==> src/rtl/mdma_pkg.sv <==
// Shared types for the memory-to-memory DMA pair.
// Assumes the configuration word occupies the low CFG_W bits of a register write.
package mdma_pkg;
    localparam int CFG_W = 9;

    localparam logic [2:0] SEL_ADDR   = 3'd0;
    localparam logic [2:0] SEL_CNT    = 3'd1;
    localparam logic [2:0] SEL_STRIDE = 3'd2;
    localparam logic [2:0] SEL_CFG    = 3'd3;
    localparam logic [2:0] SEL_STAT   = 3'd4;

    typedef enum logic [1:0] {CH_IDLE, CH_RUN, CH_DRAIN, CH_DONE} ch_state_t;

    // bit 0 is en, bit 8 is irq_en
    typedef struct packed {
        logic       irq_en;
        logic       sync;
        logic [1:0] psize;
        logic [1:0] msize;
        logic       flow;
        logic       dir;
        logic       en;
    } cfg_t;
endpackage

==> src/rtl/mdma_fifo.sv <==
// Small synchronous FIFO joining the read and write channels.
// Assumes the producer never pushes when full and the consumer never pops when empty.
module mdma_fifo #(
    parameter int DW    = 32,
    parameter int DEPTH = 4
) (
    input  logic          clk,
    input  logic          rst_n,
    input  logic          push,
    input  logic [DW-1:0] pdata,
    input  logic          pop,
    output logic [DW-1:0] head,
    output logic          full,
    output logic          empty
);
    localparam int PW = $clog2(DEPTH);
    localparam int NW = PW + 1;

    logic [DW-1:0] mem_q [DEPTH];
    logic [PW-1:0] wp_q, rp_q;
    logic [NW-1:0] n_q;

    assign full  = (n_q == NW'(DEPTH));
    assign empty = (n_q == '0);
    assign head  = mem_q[rp_q];

    // pointer and occupancy update
    always_ff @(posedge clk) begin
        if (!rst_n) begin
            wp_q <= '0;
            rp_q <= '0;
            n_q  <= '0;
        end else begin
            if (push) wp_q <= (wp_q == PW'(DEPTH - 1)) ? '0 : wp_q + 1'b1;
            if (pop)  rp_q <= (rp_q == PW'(DEPTH - 1)) ? '0 : rp_q + 1'b1;
            n_q <= n_q + NW'(push) - NW'(pop);
        end
    end

    // storage write
    always_ff @(posedge clk) begin
        if (push) mem_q[wp_q] <= pdata;
    end

    assert_no_overflow_R11: assert property (@(posedge clk) disable iff (!rst_n) push |-> !full);
    assert_no_underflow_R3: assert property (@(posedge clk) disable iff (!rst_n) pop |-> !empty);
endmodule

==> src/rtl/mdma_chan.sv <==
// One DMA channel: register set, linear address/count walker and IDLE/RUN/DRAIN/DONE FSM.
// IS_DST selects the write channel (bus-size match check, sync drain); otherwise the read
// channel, which keeps at most one access outstanding. Assumes mem_resp arrives in order.
module mdma_chan import mdma_pkg::*; #(
    parameter int AW        = 32,
    parameter int CW        = 16,
    parameter int OW        = 8,
    parameter bit IS_DST    = 1'b0,
    parameter int MAX_PSIZE = 2
) (
    input  logic          clk,
    input  logic          rst_n,
    input  logic          we,
    input  logic [2:0]    sel,
    input  logic [31:0]   wdata,
    input  logic [1:0]    peer_psize,
    input  logic          xfer_ok,
    input  logic          mem_gnt,
    input  logic          mem_resp,
    output logic          mem_req,
    output logic [AW-1:0] mem_addr,
    output logic [1:0]    mem_size,
    output logic [1:0]    psize,
    output logic          ien,
    output logic          busy,
    output logic          fin,
    output logic          cfg_bad
);
    localparam logic       WANT_DIR = IS_DST;
    localparam logic [1:0] PMAX     = 2'(MAX_PSIZE);

    ch_state_t     state_q, state_d;
    logic [AW-1:0] base_q, stride_q, cur_addr_q;
    logic [CW-1:0] cnt_q, cur_cnt_q;
    logic [OW-1:0] out_q;
    cfg_t          cfg_q, wcfg;
    logic          idle, cfg_wr, bad, start, accept, last_acc, drain_ok;

    assign wcfg     = cfg_t'(wdata[CFG_W-1:0]);
    assign idle     = (state_q == CH_IDLE);
    assign cfg_wr   = we && idle && (sel == SEL_CFG) && wcfg.en;
    assign bad      = (wcfg.psize > PMAX) || (wcfg.dir != WANT_DIR) || !wcfg.flow
                      || (IS_DST && (wcfg.psize != peer_psize));
    assign start    = cfg_wr && !bad;
    assign cfg_bad  = cfg_wr && bad;
    assign mem_req  = (state_q == CH_RUN) && (cur_cnt_q != '0) && xfer_ok
                      && (IS_DST || (out_q == '0));
    assign accept   = mem_req && mem_gnt;
    assign last_acc = accept && (cur_cnt_q == CW'(1));
    assign drain_ok = (IS_DST && !cfg_q.sync) || (out_q == '0);
    assign mem_addr = cur_addr_q;
    assign mem_size = cfg_q.msize;
    assign psize    = cfg_q.psize;
    assign ien      = cfg_q.irq_en;
    assign busy     = !idle;
    assign fin      = (state_q == CH_DONE);

    // register file: only writable while idle; enable drops at completion or on a rejected start
    always_ff @(posedge clk) begin
        if (!rst_n) begin
            base_q   <= '0;
            cnt_q    <= '0;
            stride_q <= '0;
            cfg_q    <= '0;
        end else begin
            if (we && idle) begin
                case (sel)
                    SEL_ADDR:   base_q   <= wdata[AW-1:0];
                    SEL_CNT:    cnt_q    <= wdata[CW-1:0];
                    SEL_STRIDE: stride_q <= wdata[AW-1:0];
                    SEL_CFG: begin
                        cfg_q <= wcfg;
                        if (bad) cfg_q.en <= 1'b0;
                    end
                    default: ;
                endcase
            end
            if (state_q == CH_DONE) cfg_q.en <= 1'b0;
        end
    end

    // address and count walker
    always_ff @(posedge clk) begin
        if (!rst_n) begin
            cur_addr_q <= '0;
            cur_cnt_q  <= '0;
        end else if (start) begin
            cur_addr_q <= base_q;
            cur_cnt_q  <= cnt_q;
        end else if (accept) begin
            cur_addr_q <= cur_addr_q + stride_q;
            cur_cnt_q  <= cur_cnt_q - 1'b1;
        end
    end

    // outstanding access counter: accepted requests minus responses
    always_ff @(posedge clk) begin
        if (!rst_n) out_q <= '0;
        else        out_q <= out_q + OW'(accept) - OW'(mem_resp);
    end

    // next-state logic
    always_comb begin
        state_d = state_q;
        case (state_q)
            CH_IDLE:  if (start) state_d = CH_RUN;
            CH_RUN:   if (last_acc || (cur_cnt_q == '0)) state_d = CH_DRAIN;
            CH_DRAIN: if (drain_ok) state_d = CH_DONE;
            default:  state_d = CH_IDLE;
        endcase
    end

    // state register
    always_ff @(posedge clk) begin
        if (!rst_n) state_q <= CH_IDLE;
        else        state_q <= state_d;
    end

    assert_done_to_idle_R10: assert property (@(posedge clk) disable iff (!rst_n)
        (state_q == CH_DONE) |=> (state_q == CH_IDLE));
    assert_addr_locked_R9: assert property (@(posedge clk) disable iff (!rst_n)
        (we && !idle && (sel == SEL_ADDR)) |=> (base_q == $past(base_q)));
    assert_count_spent_R1: assert property (@(posedge clk) disable iff (!rst_n)
        (state_q == CH_DRAIN) |-> (cur_cnt_q == '0));
    assert_sync_drained_R6: assert property (@(posedge clk) disable iff (!rst_n)
        (IS_DST && (state_q == CH_DONE) && cfg_q.sync) |-> (out_q == '0));
    assert_single_read_R11: assert property (@(posedge clk) disable iff (!rst_n)
        !IS_DST |-> (out_q <= OW'(1)));
    assert_reject_idle_R5: assert property (@(posedge clk) disable iff (!rst_n)
        cfg_bad |=> (state_q == CH_IDLE));
endmodule

==> src/rtl/mdma_pair.sv <==
// Memory-to-memory DMA pair: read channel -> FIFO -> write channel, plus sticky status.
// Assumes both channels are programmed with equal counts and that memory responses are in order.
module mdma_pair import mdma_pkg::*; #(
    parameter int AW        = 32,
    parameter int CW        = 16,
    parameter int OW        = 8,
    parameter int DEPTH     = 4,
    parameter int MAX_PSIZE = 2
) (
    input  logic          clk,
    input  logic          rst_n,
    input  logic          reg_we,
    input  logic          reg_chan,
    input  logic [2:0]    reg_sel,
    input  logic [31:0]   reg_wdata,
    output logic          rd_req,
    output logic [AW-1:0] rd_addr,
    output logic [1:0]    rd_size,
    input  logic          rd_gnt,
    input  logic          rd_valid,
    input  logic [31:0]   rd_data,
    output logic          wr_req,
    output logic [AW-1:0] wr_addr,
    output logic [1:0]    wr_size,
    output logic [31:0]   wr_data,
    input  logic          wr_gnt,
    input  logic          wr_ack,
    output logic          src_busy,
    output logic          dst_busy,
    output logic          done,
    output logic          cfg_err,
    output logic          irq
);
    logic       src_we, dst_we, stat_we;
    logic       f_full, f_empty, pop;
    logic [1:0] src_psize, dst_psize;
    logic       src_ien_unused, src_fin_unused, dst_ien, dst_fin;
    logic       src_bad, dst_bad;
    logic       done_q, err_q;

    assign stat_we = reg_we && (reg_sel == SEL_STAT);
    assign src_we  = reg_we && !reg_chan && !stat_we;
    assign dst_we  = reg_we &&  reg_chan && !stat_we;
    assign pop     = wr_req && wr_gnt;

    mdma_chan #(.AW(AW), .CW(CW), .OW(OW), .IS_DST(1'b0), .MAX_PSIZE(MAX_PSIZE)) u_src (
        .clk(clk), .rst_n(rst_n), .we(src_we), .sel(reg_sel), .wdata(reg_wdata),
        .peer_psize(dst_psize), .xfer_ok(!f_full), .mem_gnt(rd_gnt), .mem_resp(rd_valid),
        .mem_req(rd_req), .mem_addr(rd_addr), .mem_size(rd_size), .psize(src_psize),
        .ien(src_ien_unused), .busy(src_busy), .fin(src_fin_unused), .cfg_bad(src_bad)
    );

    mdma_fifo #(.DW(32), .DEPTH(DEPTH)) u_fifo (
        .clk(clk), .rst_n(rst_n), .push(rd_valid), .pdata(rd_data), .pop(pop),
        .head(wr_data), .full(f_full), .empty(f_empty)
    );

    mdma_chan #(.AW(AW), .CW(CW), .OW(OW), .IS_DST(1'b1), .MAX_PSIZE(MAX_PSIZE)) u_dst (
        .clk(clk), .rst_n(rst_n), .we(dst_we), .sel(reg_sel), .wdata(reg_wdata),
        .peer_psize(src_psize), .xfer_ok(!f_empty), .mem_gnt(wr_gnt), .mem_resp(wr_ack),
        .mem_req(wr_req), .mem_addr(wr_addr), .mem_size(wr_size), .psize(dst_psize),
        .ien(dst_ien), .busy(dst_busy), .fin(dst_fin), .cfg_bad(dst_bad)
    );

    // sticky flags: set wins over a write-1-to-clear in the same cycle
    always_ff @(posedge clk) begin
        if (!rst_n) begin
            done_q <= 1'b0;
            err_q  <= 1'b0;
        end else begin
            if (dst_fin)                         done_q <= 1'b1;
            else if (stat_we && reg_wdata[0])    done_q <= 1'b0;
            if (src_bad || dst_bad)              err_q  <= 1'b1;
            else if (stat_we && reg_wdata[1])    err_q  <= 1'b0;
        end
    end

    assign done    = done_q;
    assign cfg_err = err_q;
    assign irq     = done_q && dst_ien;

    assert_mismatch_flags_R5: assert property (@(posedge clk) disable iff (!rst_n)
        dst_bad |=> (cfg_err && !dst_busy));
    assert_done_sticky_R7: assert property (@(posedge clk) disable iff (!rst_n)
        (done && !stat_we) |=> done);
endmodule

==> config.mk <==
export PLATFORM = sky130hd
export DESIGN_NAME = mdma_pair
export DESIGN_NICKNAME = d
export VERILOG_FILES = /design/src/rtl/mdma_pkg.sv /design/src/rtl/mdma_fifo.sv /design/src/rtl/mdma_chan.sv /design/src/rtl/mdma_pair.sv
export SDC_FILE = /design/constraint.sdc
export NUM_CORES = 1
export LEC_CHECK = 0
export ABC_AREA = 0
export BUFFER_PORTS_ARGS = -buffer_cell sky130_fd_sc_hd__buf_4
export CORE_MARGIN = 4
export CORE_UTILIZATION = 30
export DETAILED_ROUTE_END_ITERATION = 7
export HOLD_SLACK_MARGIN = 0.12
export PLACE_DENSITY = 0.46
export SETUP_SLACK_MARGIN = 0.15
export SLEW_MARGIN = 0
export SYNTH_ARGS = -nofsm -noshare
export SYNTH_HDL_FRONTEND = slang
export SYNTH_SLANG_ARGS = --single-unit
==> constraint.sdc <==
create_clock -name clk -period 6.5 [get_ports clk]
set_input_delay 1.3 -clock clk [delete_from_list [all_inputs] [get_ports clk]]
set_output_delay 1.3 -clock clk [all_outputs]
set_load 0.02 [all_outputs]
# Word level (Yosys, flattened, before mapping)
# Memory sizes are Yosys's and may differ from the RTL's. A register that Yosys moved wholly into a read port is not among the register bits.
# Cells that the tools add are included.
# classes
add_sub_neg	12
mul	0
div	0
n_lt_le_gt_ge	1
n_eq_ne	21
shifts	0
muxes	26
bitwise_logic	1
n_reduce_logical	70
# ops
operator	count
two-way mux 32 bit	4
adder 32 bit	2
two-way mux 16 bit	4
== test 16 x 1 -> 1 bit, second input constant	2
zero test 16 bit	2
nonzero test 16 bit	2
subtractor 16 x 1 -> 16 bit, second input constant	2
logical AND 1 bit	27
two-way mux 2 bit	10
adder 8 x 1 -> 8 bit	2
zero test 8 bit	2
AND reduction 2 bit	8
subtractor 8 x 1 -> 8 bit	2
case mux 2 bit (3 select lines)	2
== test 2 bit, second input constant	5
zero test 1 bit	10
logical OR 1 bit	9
!= test 2 bit, second input constant	4
nonzero test 2 bit	4
== test 3 x 2 -> 1 bit, second input constant	2
== test 3 bit, second input constant	2
zero test 3 bit	2
two-way mux 1 bit	6
AND reduction 3 bit	2
10 further kinds	14
# word_totals
ff_bits	293
latch_bits	0
ram_bits	128
romBits	0
inputBits	75
output_inout_bits	107
elab_cells	156
n_memories	1
# memory_table
name	words	width	rd	rd_clocked_by_memory_dff	write_ports	line_no	source
u_fifo.mem_q	4	32	1	1	1	mdma_fifo.sv:19	logic [DW-1:0] mem_q [DEPTH];

# Depth between registers and ports, before layout
# depth
word_depth	10
ltp_mapped	19
mapped_depth_nobuf	17

# Cells and area by module
# From an unflattened synthesis, not the netlist that was laid out.
# hier_totals
cells_unflattened	2164
area_unflattened_um2	20748.6
# modules_own_cells
mod	n_inst	cells_per_inst	area_each_um2	seq_area_each_um2
mdma_chan at u_src	1	957	7885.1	2862.7
mdma_chan at u_dst	1	980	7618.6	2882.8
mdma_fifo	1	211	5116.2	4023.9
mdma_pair	1	16	128.9	40.0

# Worst setup path before layout
# No wires, ideal clock.
# synth_path
path_kind	input port to flip-flop
startpoint	input port rd_gnt
endpoint	register u_src.out_q[6]
setup_time_ns	0.128
arrival_ns	3.385
t_required_ns	6.372
slack_ns	2.987
stages	15
n_path_buf	2
cell_sequence	nand4_2 inv_2 buf_2 buf_1 ha_1 inv_1 fa_1 inv_1 a21oi_1 o21bai_1 a21oi_1 nor2_1 nor2_1 xor2_1 nor2_1
# synth_via
elab_chain_cells	3
# synth_lines
element	line_no	source
start, declared	mdma_pair.sv:19	input logic rd_gnt,
logical AND 1 bit	mdma_chan.sv:48	assign accept = mem_req && mem_gnt;
adder 8 x 1 -> 8 bit	mdma_chan.sv:99	else out_q <= out_q + OW'(accept) - OW'(mem_resp);
subtractor 8 x 1 -> 8 bit	mdma_chan.sv:99	
end signal, assigned	mdma_chan.sv:99	
end, declared	mdma_chan.sv:35	logic [OW-1:0] out_q;
# Every way passes these cells.
# A chain may end at the register's enable or synchronous reset.

# Final worst setup path
# layout_path
startpoint	register u_src.cur_cnt_q[8]
endpoint	register u_src.out_q[7]
# layout_via
elab_chain_cells	7
# layout_lines
element	line_no	source
start, declared	mdma_chan.sv:34	logic [CW-1:0] cnt_q, cur_cnt_q;
start signal, assigned	mdma_chan.sv:89	cur_cnt_q <= cnt_q;
start signal, assigned	mdma_chan.sv:92	cur_cnt_q <= cur_cnt_q - 1'b1;
nonzero test 16 bit	mdma_chan.sv:46	assign mem_req = (state_q == CH_RUN) && (cur_cnt_q != '0) && xfer_ok
logical AND 1 bit (2 in a row)	mdma_chan.sv:46	
logical AND 1 bit	mdma_chan.sv:47	&& (IS_DST || (out_q == '0));
logical AND 1 bit	mdma_chan.sv:48	
adder 8 x 1 -> 8 bit	mdma_chan.sv:99	
subtractor 8 x 1 -> 8 bit	mdma_chan.sv:99	
# Every way passes these cells.

==> summary.txt <==
Status = finished, final reports clean
Register clock-pin slew on the reported worst setup and hold paths = 0.06 ns
Most used cell, CP = a21oi_1
Synth cell types = 82
GR Overflow Total = 0
R2r setup slk = 2.31 ns
Placed cell area = 0.02224 sq mm
Worst r2r dst = u_src.out_q[7]
Slew @ Worst Pin = 1.045 ns
Hold EP = u_dst.base_q[4]
Async SR Flop Fraction = 0%
Hold Fails Final Rpt = 0
Final ANT Viol Nets = 0
CP max stage delay = 0.59 ns
Pin count of the biggest net entering global routing = 123
Clk Latency, worst-skew pair = 0.59 ns
Most frequent cell after synthesis = nand2_1
Critical R2R Launch = u_src.cur_cnt_q[8]
Fin nets = 2426
Fin crit period = 4.195 ns
Max IR drop VDD = 0.2123 mV
Routed WL = 59770 um
Crit-path max FO = 45
# rows = 94
Worst hold path type = reg -> reg
Critical path class = reg -> reg
Seq cells post-synth = 423
CTS tree = done
Max_cap viols = 0
Clk root buf = clkbuf_16
Yosys warning count = 0
Hold Path Depth = 2
Number of global-route vias before repair = 15760
I/O pins = 182
DP HPWL = 39730 um
Power Density = 266.0 mW/mm^2
RSZ-0062 raised after global routing = false
Final Cell Area = 0.02396 sq mm
Share of cells above drive strength 1 = 15.37%
Setup crit start kind = flip-flop
Post-synth top cells = nand2_1, dfxtp_1, a21oi_1
Die height = 266.9 um
Post-Syn Area = 0.02011 sq mm
Core ar. = 0.06610 sq mm
Worst EP required = 6.96 ns
Post-CTS setup buffer count = 0
DR WL/cell = 18.97 um
Detailed-route DRC error count = 0
CP max-delay cell = or4_4
Area grow syn2layout = 19.14%
Clock Skew = 0.01893 ns
WP data arrival = 4.65 ns
Worst setup EP type = flip-flop
Violation count after the first detailed-routing iteration = 767
Mapped Avg Cell Area = 9.499 sq um
Full die area = 0.07124 sq mm
Hold Crit Start = u_dst.base_q[4]
Starting Density = 30.42%
Input/output buffers = 181
Leak = 9.178 nW
Vias after detailed routing = 15730
Syn Inst Count = 2117
Top cells by area, synth = dfxtp_1, edfxtp_1, nand2_1, ha_1, a21oi_1
Main synth FF type = dfxtp_1
TritonCTS Buffers = 50
Final period utilization = 64.54%
CTS sink count = 423
Relative slew margins = 30.33%
Worst Reg-to-Reg Cells = 15
Fmax achieved = 0.2384 GHz
Post-CTS sizing = 0
DR vias/cell = 4.991
Post-synth EDFFs = 128
Initial antenna violation count = 3
Hold buffers post-CTS = 0
Gr usage total = 16.42%
Finish-stage setup viols = 0
Crit-path cells = or4_4 > nor4_2 > nand4_1 > nand4_2 > buf_4 > inv_2 > ha_1 > a21o_1 > a21oi_1 > o21bai_1 > a21oi_1 > o21bai_1 > a21oi_1 > xnor2_1 > nor2_1
Final slew viol count = 0
Die W = 266.9 um
Sequential share of the synthesized area = 48.48%
Syn Nets = 2300
First-pass GRT wire length = 92050 um
CTS H-tree depth = 2
Clock buffer depth = 3
Final GP Congestion = 0.8271
Top cell type's share of synthesized area = 29.37%
Post-synth top area cell = dfxtp_1
Setup TNS = 0 ns
DR pass1 iterations = 6
-- metal layers --
| metal | GRT usage, % | part of all wire [%] | vias up |
|---|---|---|---|
| met5 | 0 | 0 | - |
| met4 | 5.240 | 2.8 | 0 |
| met3 | 3.107 | 4.8 | 78 |
| met2 | 27.27 | 46 | 307 |
| met1 | 21.70 | 46 | 7560 |
| li1 | - | - | 7782 |
-- registers in the layout (all words and copies together), names as in the netlist, 3 cells and up, named ones only --
register,cells
u_dst.base_q,32
u_dst.cnt_q,16
u_dst.cur_cnt_q,16
u_dst.mem_addr,32
u_dst.out_q,8
u_dst.stride_q,32
u_fifo.mem_q,128
u_fifo.n_q,3
u_src.base_q,32
u_src.cnt_q,16
u_src.cur_cnt_q,16
u_src.mem_addr,32
u_src.out_q,8
u_src.stride_q,32
-- worst max-delay path: cells and delay by family, from the launching register on --
kind,cells,cell delay [ns]
and+or+nand+nor,5,1.28
adders and majority gates,1,0.35
DFF,1,0.36
buffers and inverters,2,0.92
xor gates and xnor gates,1,0.13
AOI/OAI and AO/OA,6,1.00
-- per-stage QoR --
stage / power (mW) / hold WS [ns] / setup slack, ns / instances / utilization (%)
final: 6.374 / 0.4495 / 2.305 / 3151 / 36.25
after global routing: 6.672 / 0.4704 / 1.972 / 3147 / 36.23
after CTS: 6.497 / 0.4529 / 2.290 / 3147 / 36.23
after detailed placement: 3.539 / 0.4449 / 2.292 / 3055 / 33.64
after global placement: 3.530 / 0.4391 / 2.380 / 3055 / 33.64
after floorplan: 3.331 / 0.4313 / 2.987 / 2117 / -
-- cell usage in the layout, fill, tap and decap left out, drive strengths merged, types with 8 or more instances in the layout --
cell type	Yosys	routed
nand2	388	388
dfxtp	295	295
a21oi	252	252
buf	29	201
nor2	166	166
edfxtp	128	128
ha	103	103
o21ai	89	89
clkbuf	98	68
inv	55	56
xnor2	50	50
mux2i	43	43
xor2	34	34
mux4	32	32
a21o	32	32
nand3	32	32
a211oi	30	30
a31oi	24	24
nor3	23	23
nand4	22	22
a311oi	21	21
o211ai	15	15
and3	14	14
clkinv	0	14
and2	13	13
nor4	12	12
o31ai	10	10
o21a	10	10
o21bai	9	9
or3	8	8
-- power by group --
group	leakage [nW]	internal (mW)	switching, mW	total, mW
Sequential	3.56	2.81	0.0367	2.85
Combinational	4.78	0.265	0.362	0.627
Clock	0.839	1.78	1.12	2.90
Total	9.18	4.85	1.52	6.37
-- how the worst max path moves through the flow --
stage	from	to	slack, ns	cells after the start
floorplan	rd_gnt	u_src.out_q[6]	2.99	15
global placement	rd_gnt	u_src.out_q[6]	2.38	15
detailed placement	u_src.cur_cnt_q[8]	u_src.out_q[7]	2.29	15
CTS	u_src.cur_cnt_q[8]	u_src.out_q[7]	2.29	15
global route	u_src.cur_cnt_q[8]	u_src.out_q[6]	1.97	17
finish	u_src.cur_cnt_q[8]	u_src.out_q[7]	2.31	15
-- final cells by class --
class                      count  area, sq um
tap                          864         1081
fill                        6766        42140
antenna                        4        10.01
multi-input combinational   1512         9669
clock buffer                  68         1431
sequential                   423         9751
clock inverter                24        281.5
inverter                      55        214.0
timing repair buffer         201         1521
-- cells by family after synthesis --
group / Yosys count / share of synthesized area [%]
buf+inv: 182 / 3.584
flops: 423 / 48.48
fa+ha+maj: 108 / 6.906
mux: 77 / 5.836
xor+xnor: 84 / 3.659
simple gates: 714 / 15.57
compound gates: 529 / 15.97
Power figures use the tool's default switching activity.
